<file path="src/rtl/tpt_pkg.sv">
package tpt_pkg;
  typedef enum logic [1:0] {
    ST_IDLE = 2'd0,
    ST_WAIT = 2'd1,
    ST_RUN  = 2'd2
  } tpt_state_e;

  localparam int CTRL_ADDR = 0;
  localparam int CMP_BASE  = 4;
  localparam int ARM_INDEX = 1;
endpackage

</file>
<file path="src/rtl/tpt_ctrl.sv">
module tpt_ctrl
  import tpt_pkg::*;
#(
  parameter int N_SRC  = 8,
  parameter int ADDR_W = 3,
  localparam int SEL_W = $clog2(N_SRC)
) (
  input  logic              clk,
  input  logic              rst_n,
  input  logic              wr_en,
  input  logic [ADDR_W-1:0] wr_addr,
  input  logic [SEL_W:0]    wr_ctrl_bits,
  input  logic              trig_i,
  input  logic [N_SRC-1:0]  tick_i,
  output tpt_state_e        st_q,
  output logic              tick_sel,
  output logic              trig_edge,
  output logic              start,
  output logic              stop,
  output logic              load_all
);
  logic             en_q;
  logic [SEL_W-1:0] sel_q;
  logic             trig_q;
  logic             ctrl_wr;
  tpt_state_e       st_n;

  assign ctrl_wr   = wr_en && (wr_addr == ADDR_W'(CTRL_ADDR));
  assign stop      = ctrl_wr && !wr_ctrl_bits[0];
  assign load_all  = ctrl_wr && wr_ctrl_bits[0] && !en_q;
  assign trig_edge = trig_i && !trig_q;
  assign start     = (st_q == ST_WAIT) && trig_edge && !stop;
  assign tick_sel  = tick_i[sel_q];

  always_comb begin
    st_n = st_q;
    if (stop)          st_n = ST_IDLE;
    else if (load_all) st_n = ST_WAIT;
    else if (start)    st_n = ST_RUN;
  end

  always_ff @(posedge clk or negedge rst_n) begin
    if (!rst_n) begin
      en_q   <= 1'b0;
      sel_q  <= '0;
      trig_q <= 1'b0;
      st_q   <= ST_IDLE;
    end else begin
      trig_q <= trig_i;
      st_q   <= st_n;
      if (ctrl_wr) begin
        en_q  <= wr_ctrl_bits[0];
        sel_q <= wr_ctrl_bits[SEL_W:1];
      end
    end
  end
endmodule

</file>
<file path="src/rtl/tpt_counter.sv">
module tpt_counter
  import tpt_pkg::*;
#(
  parameter int CNT_W = 16
) (
  input  logic             clk,
  input  logic             rst_n,
  input  tpt_state_e       st_q,
  input  logic             start,
  input  logic             stop,
  input  logic             trig_edge,
  input  logic             tick_sel,
  input  logic [CNT_W-1:0] period_buf,
  output logic [CNT_W-1:0] cnt_q,
  output logic             clr_ev
);
  logic run_ok;
  logic wrap;
  logic restart;

  assign run_ok  = (st_q == ST_RUN) && !stop;
  assign restart = run_ok && trig_edge;
  assign wrap    = run_ok && tick_sel && (cnt_q == period_buf) && !trig_edge;
  assign clr_ev  = start || restart || wrap;

  always_ff @(posedge clk or negedge rst_n) begin
    if (!rst_n)                cnt_q <= '0;
    else if (stop || clr_ev)   cnt_q <= '0;
    else if (run_ok && tick_sel) cnt_q <= cnt_q + 1'b1;
  end
endmodule

</file>
<file path="src/rtl/tpt_cmpbuf.sv">
module tpt_cmpbuf
  import tpt_pkg::*;
#(
  parameter int CNT_W  = 16,
  parameter int N_CMP  = 4,
  parameter int ADDR_W = 3
) (
  input  logic                   clk,
  input  logic                   rst_n,
  input  logic                   wr_en,
  input  logic [ADDR_W-1:0]      wr_addr,
  input  logic [CNT_W-1:0]       wr_data,
  input  logic                   load_all,
  input  logic                   clr_ev,
  output logic [N_CMP*CNT_W-1:0] buf_flat,
  output logic                   arm_q,
  output logic                   wr_arm
);
  logic reload;

  assign wr_arm = wr_en && (wr_addr == ADDR_W'(CMP_BASE + ARM_INDEX));
  assign reload = load_all || (clr_ev && arm_q);

  always_ff @(posedge clk or negedge rst_n) begin
    if (!rst_n)       arm_q <= 1'b0;
    else if (wr_arm)  arm_q <= 1'b1;
    else if (reload)  arm_q <= 1'b0;
  end

  for (genvar m = 0; m < N_CMP; m++) begin : g_cmp
    logic [CNT_W-1:0] shadow_q;
    logic [CNT_W-1:0] work_q;
    logic             hit;

    assign hit = wr_en && (wr_addr == ADDR_W'(CMP_BASE + m));

    always_ff @(posedge clk or negedge rst_n) begin
      if (!rst_n) begin
        shadow_q <= '0;
        work_q   <= '0;
      end else begin
        if (hit)    shadow_q <= wr_data;
        if (reload) work_q   <= shadow_q;
      end
    end

    assign buf_flat[m*CNT_W +: CNT_W] = work_q;
  end
endmodule

</file>
<file path="src/rtl/tpt_outgen.sv">
module tpt_outgen
  import tpt_pkg::*;
#(
  parameter int CNT_W = 16,
  parameter int N_CMP = 4
) (
  input  tpt_state_e             st_q,
  input  logic [CNT_W-1:0]       cnt_q,
  input  logic [N_CMP*CNT_W-1:0] buf_flat,
  output logic [N_CMP-2:0]       pulse_o
);
  logic running;
  assign running = (st_q == ST_RUN);

  for (genvar k = 1; k < N_CMP; k++) begin : g_out
    assign pulse_o[k-1] = running && (cnt_q < buf_flat[k*CNT_W +: CNT_W]);
  end
endmodule

</file>
<file path="src/rtl/trig_pulse_timer.sv">
module trig_pulse_timer
  import tpt_pkg::*;
#(
  parameter int CNT_W  = 16,
  parameter int N_CMP  = 4,
  parameter int N_SRC  = 8,
  parameter int ADDR_W = 3,
  localparam int SEL_W = $clog2(N_SRC)
) (
  input  logic              clk,
  input  logic              rst_n,
  input  logic              wr_en,
  input  logic [ADDR_W-1:0] wr_addr,
  input  logic [CNT_W-1:0]  wr_data,
  input  logic              trig_i,
  input  logic [N_SRC-1:0]  tick_i,
  output logic [CNT_W-1:0]  count_o,
  output logic [N_CMP-2:0]  pulse_o
);
  tpt_state_e             st_q;
  logic                   tick_sel;
  logic                   trig_edge;
  logic                   start;
  logic                   stop_w;
  logic                   load_all;
  logic                   clr_ev;
  logic                   arm_q;
  logic                   wr_arm;
  logic                   run_w;
  logic [N_CMP*CNT_W-1:0] buf_flat;
  logic [CNT_W-1:0]       buf0_w;

  assign run_w  = (st_q == ST_RUN);
  assign buf0_w = buf_flat[CNT_W-1:0];

  tpt_ctrl #(.N_SRC(N_SRC), .ADDR_W(ADDR_W)) u_ctrl (
    .clk(clk), .rst_n(rst_n), .wr_en(wr_en), .wr_addr(wr_addr),
    .wr_ctrl_bits(wr_data[SEL_W:0]), .trig_i(trig_i), .tick_i(tick_i),
    .st_q(st_q), .tick_sel(tick_sel), .trig_edge(trig_edge),
    .start(start), .stop(stop_w), .load_all(load_all)
  );

  tpt_counter #(.CNT_W(CNT_W)) u_cnt (
    .clk(clk), .rst_n(rst_n), .st_q(st_q), .start(start), .stop(stop_w),
    .trig_edge(trig_edge), .tick_sel(tick_sel), .period_buf(buf0_w),
    .cnt_q(count_o), .clr_ev(clr_ev)
  );

  tpt_cmpbuf #(.CNT_W(CNT_W), .N_CMP(N_CMP), .ADDR_W(ADDR_W)) u_buf (
    .clk(clk), .rst_n(rst_n), .wr_en(wr_en), .wr_addr(wr_addr),
    .wr_data(wr_data), .load_all(load_all), .clr_ev(clr_ev),
    .buf_flat(buf_flat), .arm_q(arm_q), .wr_arm(wr_arm)
  );

  tpt_outgen #(.CNT_W(CNT_W), .N_CMP(N_CMP)) u_out (
    .st_q(st_q), .cnt_q(count_o), .buf_flat(buf_flat), .pulse_o(pulse_o)
  );
endmodule

</file>
<file path="config.mk">
export PLATFORM = sky130hd
export DESIGN_NAME = trig_pulse_timer
export DESIGN_NICKNAME = d
export VERILOG_FILES = /design/src/rtl/tpt_pkg.sv /design/src/rtl/tpt_ctrl.sv /design/src/rtl/tpt_counter.sv /design/src/rtl/tpt_cmpbuf.sv /design/src/rtl/tpt_outgen.sv /design/src/rtl/trig_pulse_timer.sv
export SDC_FILE = /design/constraint.sdc
export NUM_CORES = 1
export LEC_CHECK = 0
export BUFFER_PORTS_ARGS = -buffer_cell sky130_fd_sc_hd__buf_2
export CAP_MARGIN = 10
export CORE_ASPECT_RATIO = 1.4
export CORE_MARGIN = 1.5
export CORE_UTILIZATION = 61
export CTS_CLUSTER_SIZE = 25
export DETAILED_ROUTE_END_ITERATION = 16
export GPL_ROUTABILITY_DRIVEN = 0
export GPL_TIMING_DRIVEN = 0
export PLACE_DENSITY = 0.88
export SLEW_MARGIN = 20
export SYNTH_ARGS = -nofsm -noshare
export SYNTH_HDL_FRONTEND = slang
export SYNTH_SLANG_ARGS = --single-unit
</file>
<file path="constraint.sdc">
create_clock -name clk -period 2.4 [get_ports clk]
set_input_delay 0.36 -clock clk [delete_from_list [all_inputs] [get_ports clk]]
set_output_delay 0.36 -clock clk [all_outputs]
set_load 0.03 [all_outputs]
</file>
Word level (Yosys, flattened, before mapping)
Cells that the tools add are included. W data, S select, Z words.

RAM bits: 0. Memories kept: 0. ROM bits: 0. Bits in latches: 0. Register bits after elaboration: 152. Output and inout port bits: 19. Word-level logic and storage cells: 68.

Div/mod/pow operators: 0. Multipliers: 0. Magnitude comparators: 4. Add/subtract/negate cells: 1. Shift operators: 0. Equality and inequality tests: 7. Mux-type cells: 9. Reductions and logical operators: 33. Bitwise logic cells: 0.

Operators by type and width (number): $lt A16 B16 Y1 (3); $mux W16 (2); $logic_and A1 B1 Y1 (20); $add A16 B1 Y16 const B (1); $eq A16 B16 Y1 (1); $eq A3 B3 Y1 const B (4); $mux W2 (3); $logic_not A1 Y1 (5); $logic_or A1 B1 Y1 (4); $lt A3 B4 Y1 const B (1); $reduce_bool A2 Y1 (2); $bmux W1 S3 (1); $logic_not A3 Y1 (1); $mux W1 (3); $reduce_bool A3 Y1 (1); $eq A2 B1 Y1 const B (1); $eq A2 B2 Y1 const B (1).

Longest topological paths before layout
Gate-level depths: netlist of the first run.

Word-level depth: 13. Mapped depth: 8. Gate-level depth less buffers: 7.

Hierarchy
A second synthesis of the first run with hierarchy kept.

Cells, all modules: 560. Area, all modules: 7388.3 um^2.

Modules (own cells, without submodules): tpt_cmpbuf (instances 1, area each 4847.1 um^2, cells an instance 276); tpt_outgen (instances 1, area each 1137.3 um^2, cells an instance 152); tpt_counter (instances 1, area each 1033.5 um^2, cells an instance 104); tpt_ctrl (instances 1, area each 370.4 um^2, cells an instance 28).

Worst setup path after synthesis of the first run
No wires, ideal clock.

Kind: flip-flop to output port. Start point: register u_cnt.cnt_q[5]. End point: output pulse_o[1]. Cell stages (with the launch flop): 6. Required time: 2.040 ns. Data arrival time: 2.317 ns. Slack: -0.277 ns. Buffers on the path: 0. Cell sequence: dfrtp_1 -> ha_1 -> a21o_1 -> a211oi_1 -> o211ai_1 -> a221oi_1.

Longest elaborated chain between the ends: 2.

RTL lines: from (decl) (line tpt_counter.sv:14) `output logic [CNT_W-1:0] cnt_q,`; from (signal assigned) (line tpt_counter.sv:29) `else if (run_ok && tick_sel) cnt_q <= cnt_q + 1'b1;`; $lt A16 B16 Y1 (line tpt_outgen.sv:16) `assign pulse_o[k-1] = running && (cnt_q < buf_flat[k*CNT_W +: CNT_W]);`; $logic_and A1 B1 Y1 (line tpt_outgen.sv:16); to (decl) (line trig_pulse_timer.sv:18) `output logic [N_CMP-2:0] pulse_o`.

No other way between the ends.

Worst setup path after layout of the first run
Start point: register u_cnt.cnt_q[5]. End point: output pulse_o[2].

Same word-level chain as after synthesis.

==> out/metrics.cfg, run 1 <==
[worst_setup_path]
crit_path_start_kind=flip-flop
crit_type=flip-flop to output port
r2r_start=u_cnt.cnt_q[2]$_DFFE_PN0P_
crit_start=u_cnt.cnt_q[5]$_DFFE_PN0P_
reg2reg_to=u_buf.g_cmp[0].work_q[14]$_DFFE_PN0P_
critPathCaptureType=output port
r2r_slack_ns=-0.01
worstPathMaxFanout=5
cp.required_ns=2.04
critPathArrivalTime_ns=2.38
reg2reg_depth=8

[drt]
vias=5393
wl_per_cell_um=24.2
drtAntennaViolNets=0
wl_um=20300
drc=0
viasPerCell=6.44
firstDrtPassIters=5
initialDrtViolationCount=536

[finish]
drive_above_1_share=0.401
n_antenna_cell=0
fillCellCount=648
syn2layout_area_growth_pct=19.4
layout.nets=752
fin_util=0.749
design_area_um2=9220

[yosys]
ys_async_sr_fraction=1.00
synth_top_area_cell=dfrtp_1
ys_top_cells_by_count=dfrtp_1 (152), mux2_2 (69), mux2_4 (60)
ys_seq_area_frac=0.493
synthTopCellsByArea=dfrtp_1 (49%), mux2_4 (12%), mux2_2 (10%)
netlist_instances=593
synth_area_um2=7720
syn-num-nets=670
synth_edf_count=0
ys_types=40
ys_warn_count=0
synth_ff_type=dfrtp_1
synth_top_area_frac=0.493
ys_ff_latch=152
synth_most_common_cell=dfrtp_1
syn_area_per_cell_um2=13.0

[pwr]
total_power_uw=10300
p_leak_uw=0.00445
ir_drop_mv=0.606
p_per_area_nw_per_um2=1120

[global_routing]
grt_pass1_vias=5735
antenna_found_initial=0
gr-total-overflow=0
grt_max_degree=79
track_usage=0.305
grt_pass1_wl_um=30700

[min_path]
hp-start=trig_i
min_path_type=input port to flip-flop
whs_endpoint=u_ctrl.trig_q$_DFF_PN0_
worstHoldPathCells=1

[die]
core_um2=12300
die_area_um2=13400
die_w_um=98.1
start_util=0.627
ios=50
rows=48
fp.dieH_um=136

[clock_network]
cts.sinks=152
clock_path_buffers=2
cts_tree=yes
cts_root_buf=clkbuf_16
cts_made_buffers=17
h-tree-depth=4
clk_latency_ns=0.42
path_clk_slew_ns=0.06

[sta]
setup_ws_ns=-0.336
rsz0062_at_grt=yes
finalHoldViolations=0
max_freq_ghz=0.366
hold_slack_ns=0.0718
worstMarginPinSlew_ns=1.09
finalSetupViolCount=8
final_max_slew_viol_count=0
post-route-period-util=1.14
slew_headroom=0.268
period_minus_slack_ns=2.74
skew_ns=0.0107

[placed_design]
numPortBuffers=45
dpl-instance-area_um2=8230
place_ws_ns=-0.374
hpwl_um=12400

[outcome]
failed_checks=negative setup slack
status=complete, but fails checks

[job]
drv_cap=0

kinds of logic (layout without fill, tap and decap cells):
family | Yosys count | count (layout) | share of synthesized area
DFF | 152 | 152 | 0.493
adders and majority gates | 46 | 46 | 0.0745
xor gates and xnor gates | 32 | 32 | 0.0363
muxes | 132 | 132 | 0.223
and+or+nand+nor | 110 | 110 | 0.0815
buffers and inverters | 70 | 165 | 0.0439
AOI/OAI and AO/OA | 51 | 51 | 0.0484
cell type report:
cell class,instances,area [um^2],area share
Multi-Input combinational cell,371,3820,0.414
Sequential cell,152,3810,0.414
Timing Repair Buffer,64,435,0.0472
Clock buffer,17,425,0.0461
Clock inverter,15,201,0.0218
Tap cell,150,188,0.0204
Inverter,48,180,0.0195
Buffer,21,158,0.0171
per-stage QoR:
step                std cells  setup TNS [ns]
floorplan                 593               0
global placement          788         -175.06
detailed placement        789          -24.61
CTS                       832          -0.835
global route              838           -7.01
finish                    838           -1.00
cells in the final DEF (no fill, tap or decap), types with 7 or more instances in the layout:
cell type  Yosys  routed
clkbuf_1      14      11
ha_1          46      35
dfrtp_2        0       8
nand2_1       14      14
buf_8          6       7
buf_2          1      42
dfrtp_1      152     144
mux2_4        60      60
nor4_1        15      15
a21oi_1       13       7
clkbuf_16      0      17
nand4_1       18      18
nor2_1         8       7
xnor2_1       30      30
ha_4           0      10
buf_4          0      15
mux2_2        69      69
nor3_1        23      22
inv_1         48      48
a21o_1        13      13
nand3_1       10      10
registers in the layout (all words and copies together) (netlist names):
register,count
u_cnt.cnt_q,16
u_ctrl.trig_q,1
u_buf.g_cmp.shadow_q,64
u_buf.arm_q,1
u_ctrl.st_q,2
u_ctrl.en_q,1
u_buf.g_cmp.work_q,64
u_ctrl.sel_q,3
metal layers:
metal / vias up / share of wire / track usage / routed length, um
met2: 247 / 0.51 / 0.531 / 10300
met3: 87 / 0.056 / 0.0586 / 1140
li1: 2295 / - / - / -
met5: - / 0 / 0 / 0
met4: 0 / 0.053 / 0.163 / 1070
met1: 2764 / 0.38 / 0.354 / 7770
power by group:
group          total, uW  switching (uW)  internal [uW]
clock               2870            1120           1750
sequential          4040             652           3390
combinational       3410            1620           1790
total              10300            3390           6920
how the worst max path moves through the flow:
stage	to	slack, ns	cells after the start
floorplan	u_buf.g_cmp[0].work_q[0]$_DFFE_PN0P_	0.004	7
global placement	u_buf.g_cmp[0].work_q[10]$_DFFE_PN0P_	-1.04	1
detailed placement	u_buf.g_cmp[1].work_q[0]$_DFFE_PN0P_	-0.37	7
CTS	pulse_o[0]	-0.29	6
global route	pulse_o[2]	-0.38	6
finish	pulse_o[2]	-0.34	6
repair_timing:
item / CTS / global route
endpoints found under the hold margin: 74 / 0
pin swaps: 15 / 16
setup buffers: 11 / 6
endpoints found under the setup margin: 77 / 73
hold buffers: 1 / 0
gates resized for setup: 28 / 16
cloned: 0 / 0
worst max-delay path, stage by stage, from the launching register on:
cell and delay, ns:
dfrtp_2 0.55, ha_4 0.26, a21o_1 0.17, a211oi_2 0.21, o211ai_1 0.24, a221oi_4 0.36
buf_6 0.17
Power figures use the tool's default switching activity.
==> run 2: changes to the inputs <==
BUFFER_PORTS_ARGS = default   (was -buffer_cell sky130_fd_sc_hd__buf_2)
CORE_UTILIZATION = 64   (was 61)
DONT_BUFFER_PORTS = 1   (was default)
==> out/metrics.cfg, run 2 (synthesis results as in run 1) <==
[clock_network]
cts_made_buffers=17
hold_buffers=1
clk_latency_ns=0.43
clock_path_buffers=2
cts.sinks=152
cts_root_buf=clkbuf_16
h-tree-depth=4
cts_tree=yes
path_clk_slew_ns=0.06

[sta]
slew_headroom=0.237
final_max_slew_viol_count=0
post-route-period-util=1.18
max_freq_ghz=0.352
worstMarginPinSlew_ns=1.14
finalHoldViolations=152
skew_ns=0.0117
rsz0062_at_grt=yes
hold_slack_ns=-0.379
period_minus_slack_ns=2.84
finalSetupViolCount=3
setup_ws_ns=-0.440

[pwr]
pwr-share-comb=0.331
seqPwrFrac=0.408
p_per_area_nw_per_um2=1130
power.switching_uw=3350
total_power_uw=10100
clock_power_share=0.261
p_leak_uw=0.00417
p_sw_frac=0.332
ir_drop_mv=0.657
p_int_uw=6740

[drt]
viasPerCell=6.68
drtAntennaViolNets=0
firstDrtPassIters=7
drc=0
vias=5235
wl_um=20100
wl_per_cell_um=25.6
initialDrtViolationCount=450

[worst_setup_path]
worst_path_max_delay_cell=dfrtp_4
crit_chain=ha_4 > a21o_1 > a211oi_2 > o211ai_1 > a221oi_4
critPathCaptureType=output port
crit_path_start_kind=flip-flop
worstPathMaxFanout=7
cpPeakStageDelay_ns=0.59
critPathArrivalTime_ns=2.48
crit_type=flip-flop to output port
cp.required_ns=2.04

[placed_design]
place_ws_ns=-0.379
hpwl_um=12000
numPortBuffers=0

[finish]
final_common_cell=dfrtp_1
top_regs=u_buf.g_cmp.shadow_q: 64 flops, u_buf.g_cmp.work_q: 64 flops, u_cnt.cnt_q: 16 flops
layout.nets=702
syn2layout_area_growth_pct=15.3
fillCellCount=634
layout_common_cells=dfrtp_1 (136), mux2_2 (69), mux2_4 (60)
drive_above_1_share=0.366
fin_util=0.753
n_antenna_cell=0

[die]
core_um2=11800
rows=47
fp.dieH_um=133
die_area_um2=12700
ios=50
start_util=0.653
die_w_um=95.8

[global_routing]
gr-total-overflow=0
grt_pass1_vias=5621
track_usage=0.335
grt_max_degree=153
antenna_found_initial=0
grt_pass1_wl_um=31100

[outcome]
status=complete, but fails checks
failed_checks=negative hold slack, negative setup slack

[min_path]
min_path_type=input port to asynchronous set/reset pin

[job]
drv_cap=0

-- run 2: cell types whose count changed in the layout (fill, tap and decap cells not counted), sizes merged --
cell and delta:
clkinvlp +1, bufinv -2, clkinv -1, inv -1, clkbuf +1, buf -49
-- run 2: critical path: cells and delay by family, from the launching register on --
kind / cells / cell delay, ns
flops: 1 / 0.59
fa+ha+maj: 1 / 0.26
compound gates: 4 / 1.21
-- run 2: area by class of cell --
class                   count  area (um^2)  share of cell area
repair buffers             14          111              0.0125
clock inverters            12          128              0.0143
inverters                  48          180              0.0202
multi-input cells         371         3850               0.433
plain buffers              21          169              0.0190
well taps                 147          184              0.0207
flip-flops and latches    152         3840               0.431
clock buffers              19          443              0.0497
-- run 2: power by group through the flow --
| stage | combinational, uW | sequential, uW | clock (uW) |
|---|---|---|---|
| finish | 3340 | 4120 | 2630 |
| detailed placement | 2770 | 4040 | 0 |
| CTS | 3150 | 4060 | 2620 |
| global placement | 2600 | 3970 | 0 |
| floorplan | 2290 | 3830 | 0 |
| global route | 3540 | 4180 | 2730 |
-- run 2: what timing repair did --
item,CTS,global route
buffers inserted,9,4
setup endpoints to repair,77,73
resized for setup,49,9
endpoints found under the hold margin,153,152
pin swaps,22,11
-- run 2: worst paths after layout --
kind                                                        startpoint                               endpoint  slack, ns  cells after the start
worst min register to register  u_buf.g_cmp[3].shadow_q[9]$_DFFE_PN0P_   u_buf.g_cmp[3].work_q[9]$_DFFE_PN0P_       0.50                      1
worst max-delay path                        u_cnt.cnt_q[5]$_DFFE_PN0P_                             pulse_o[1]      -0.44                      5
min in group clk                                            wr_data[2]            u_ctrl.sel_q[1]$_DFFE_PN0N_       0.04                      2
worst max register to register             u_cnt.cnt_q[11]$_DFFE_PN0P_  u_buf.g_cmp[0].work_q[10]$_DFFE_PN0P_       0.03                      7
worst min-delay path                                             rst_n   u_buf.g_cmp[1].work_q[0]$_DFFE_PN0P_      -0.38                      0
max in group asynchronous                                        rst_n             u_cnt.cnt_q[9]$_DFFE_PN0P_       2.54                      0
-- run 2: layer usage --
metal	vias up	track usage	share of wire
li1	2185	-	-
met1	2670	0.395	0.36
met2	270	0.540	0.50
met3	110	0.0856	0.070
met4	0	0.203	0.067
met5	-	0	0
-- run 2: per-stage QoR --
step                setup TNS (ns)  cell area (um^2)  instances
floorplan                        0              7780        593
global placement            -20.40              7970        740
detailed placement          -26.77              7970        740
CTS                          -1.07              8840        781
global route                 -1.41              8910        784
finish                       -1.25              8910        784
==> run 3: changes to the inputs <==
CORE_UTILIZATION = 50   (was 64)
PLACE_DENSITY = 0.73   (was 0.88)
==> out/metrics.cfg, run 3 (synthesis results as in run 1) <==
[sta]
max_freq_ghz=0.356
skew_ns=0.00785
setup_ws_ns=-0.408
hold_slack_ns=-0.367
final_max_slew_viol_count=0
tns_ns=-1.07
finalSetupViolCount=3
period_minus_slack_ns=2.81
finalHoldViolations=152
rsz0062_at_grt=yes
post-route-period-util=1.17
slew_headroom=0.358
worstMarginPinSlew_ns=0.955

[finish]
drive_above_1_share=0.367
layout_common_cells=dfrtp_1 (136), mux2_2 (69), mux2_4 (60)
syn2layout_area_growth_pct=16.7
layout.nets=702
final_common_cell=dfrtp_1
top_regs=u_buf.g_cmp.shadow_q: 64 flops, u_buf.g_cmp.work_q: 64 flops, u_cnt.cnt_q: 16 flops
n_antenna_cell=0

[worst_setup_path]
critPathCaptureType=output port
worst_path_max_delay_cell=dfrtp_4
crit_path_start_kind=flip-flop
critPathArrivalTime_ns=2.45
crit_type=flip-flop to output port
cp.required_ns=2.04
critPathTopFamily=compound AO/OA/AOI/OAI gates
cpPeakStageDelay_ns=0.59
crit_chain=ha_4 > a21o_1 > a211oi_2 > o211ai_1 > a221oi_4
r2r_slack_ns=0.07
worstPathMaxFanout=7
worst-path-buf-inv=0

[clock_network]
path_clk_slew_ns=0.06
clk_latency_ns=0.42
h-tree-depth=4
hold_buffers=1
cts_made_buffers=17
clock_path_buffers=2
cts_root_buf=clkbuf_16
cts.sinks=152
cts_tree=yes

[global_routing]
grtUsageMet3=0.0431
grt_pass1_wl_um=28500
antenna_found_initial=0
met2_usage=0.409
track_usage=0.237
busiest_layer=met2
use_met1=0.285
grt_pass1_vias=5238
grt_max_degree=153
gr-total-overflow=0

[drt]
vias=4833
drtAntennaViolNets=0
wl_per_cell_um=21.5
wl_um=17900
drc=0
initialDrtViolationCount=289
firstDrtPassIters=5
viasPerCell=5.82

[placed_design]
place_ws_ns=-0.375
numPortBuffers=0
hpwl_um=12100

[outcome]
failed_checks=negative hold slack, negative setup slack
status=complete, but fails checks

[pwr]
total_power_uw=9820
p_leak_uw=0.00416
ir_drop_mv=0.465
p_per_area_nw_per_um2=1090

[die]
ios=50
start_util=0.513
die_area_um2=16200
die_w_um=108
fp.dieH_um=150
core_um2=15100
rows=53

[job]
drv_cap=0

[min_path]
min_path_type=input port to asynchronous set/reset pin

-- run 3: cell count changes in the layout (fill, tap and decap cells not counted), sizes merged --
cell	previous run	this run
inv	49	51
buf	22	21
clkbuf	31	32
clkinv	5	4
-- run 3: final cells by class --
class / count / area, um^2
flip-flops and latches: 152 / 3840
fillers: 1135 / 6040
well taps: 192 / 240
clock inverters: 13 / 144
clock buffers: 19 / 453
plain buffers: 21 / 168
inverters: 48 / 180
multi-input cells: 371 / 3870
repair buffers: 14 / 118
-- run 3: final timing paths --
path                                                         startpoint                                     end  cells past startpoint
min in group clk                                             wr_data[2]             u_ctrl.sel_q[1]$_DFFE_PN0N_                      2
max in group asynchronous                                         rst_n              u_cnt.cnt_q[1]$_DFFE_PN0P_                      0
worst max register to register              u_ctrl.sel_q[1]$_DFFE_PN0N_    u_buf.g_cmp[3].work_q[8]$_DFFE_PN0P_                      8
worst max-delay path                         u_cnt.cnt_q[5]$_DFFE_PN0P_                              pulse_o[2]                      5
worst min register to register  u_buf.g_cmp[3].shadow_q[11]$_DFFE_PN0P_   u_buf.g_cmp[3].work_q[11]$_DFFE_PN0P_                      1
worst min-delay path                                              rst_n  u_buf.g_cmp[3].shadow_q[1]$_DFFE_PN0P_                      0
-- run 3: timing repair --
action	CTS	global route
setup buffers	11	2
pin swaps	17	7
setup endpoints to repair	77	73
gates resized for setup	53	3
endpoints found under the hold margin	153	152
-- run 3: where the power goes --
group	leakage (uW)	switching (uW)	total [uW]	internal [uW]
sequential	0.00184	631	4030	3400
clock	0.000282	1090	2690	1590
combinational	0.00204	1370	3110	1740
-- run 3: routing by layer --
layer  part of all wire  vias up
met4              0.034        0
li1                   -     2195
met5                  0        -
met1               0.40     2466
met2               0.52      131
met3              0.045       41
-- run 3: per-stage QoR --
step,cell area (um^2),hold slack (ns),util,cells
6_report,9010,-0.367,0.599,830
5_1_grt,9010,-0.384,0.599,830
4_1_cts,8980,-0.377,0.596,829
3_5_place_dp,8020,0.0702,0.533,785
3_3_place_gp,8020,0.0709,0.533,785
2_1_floorplan,7780,0.0644,-,593
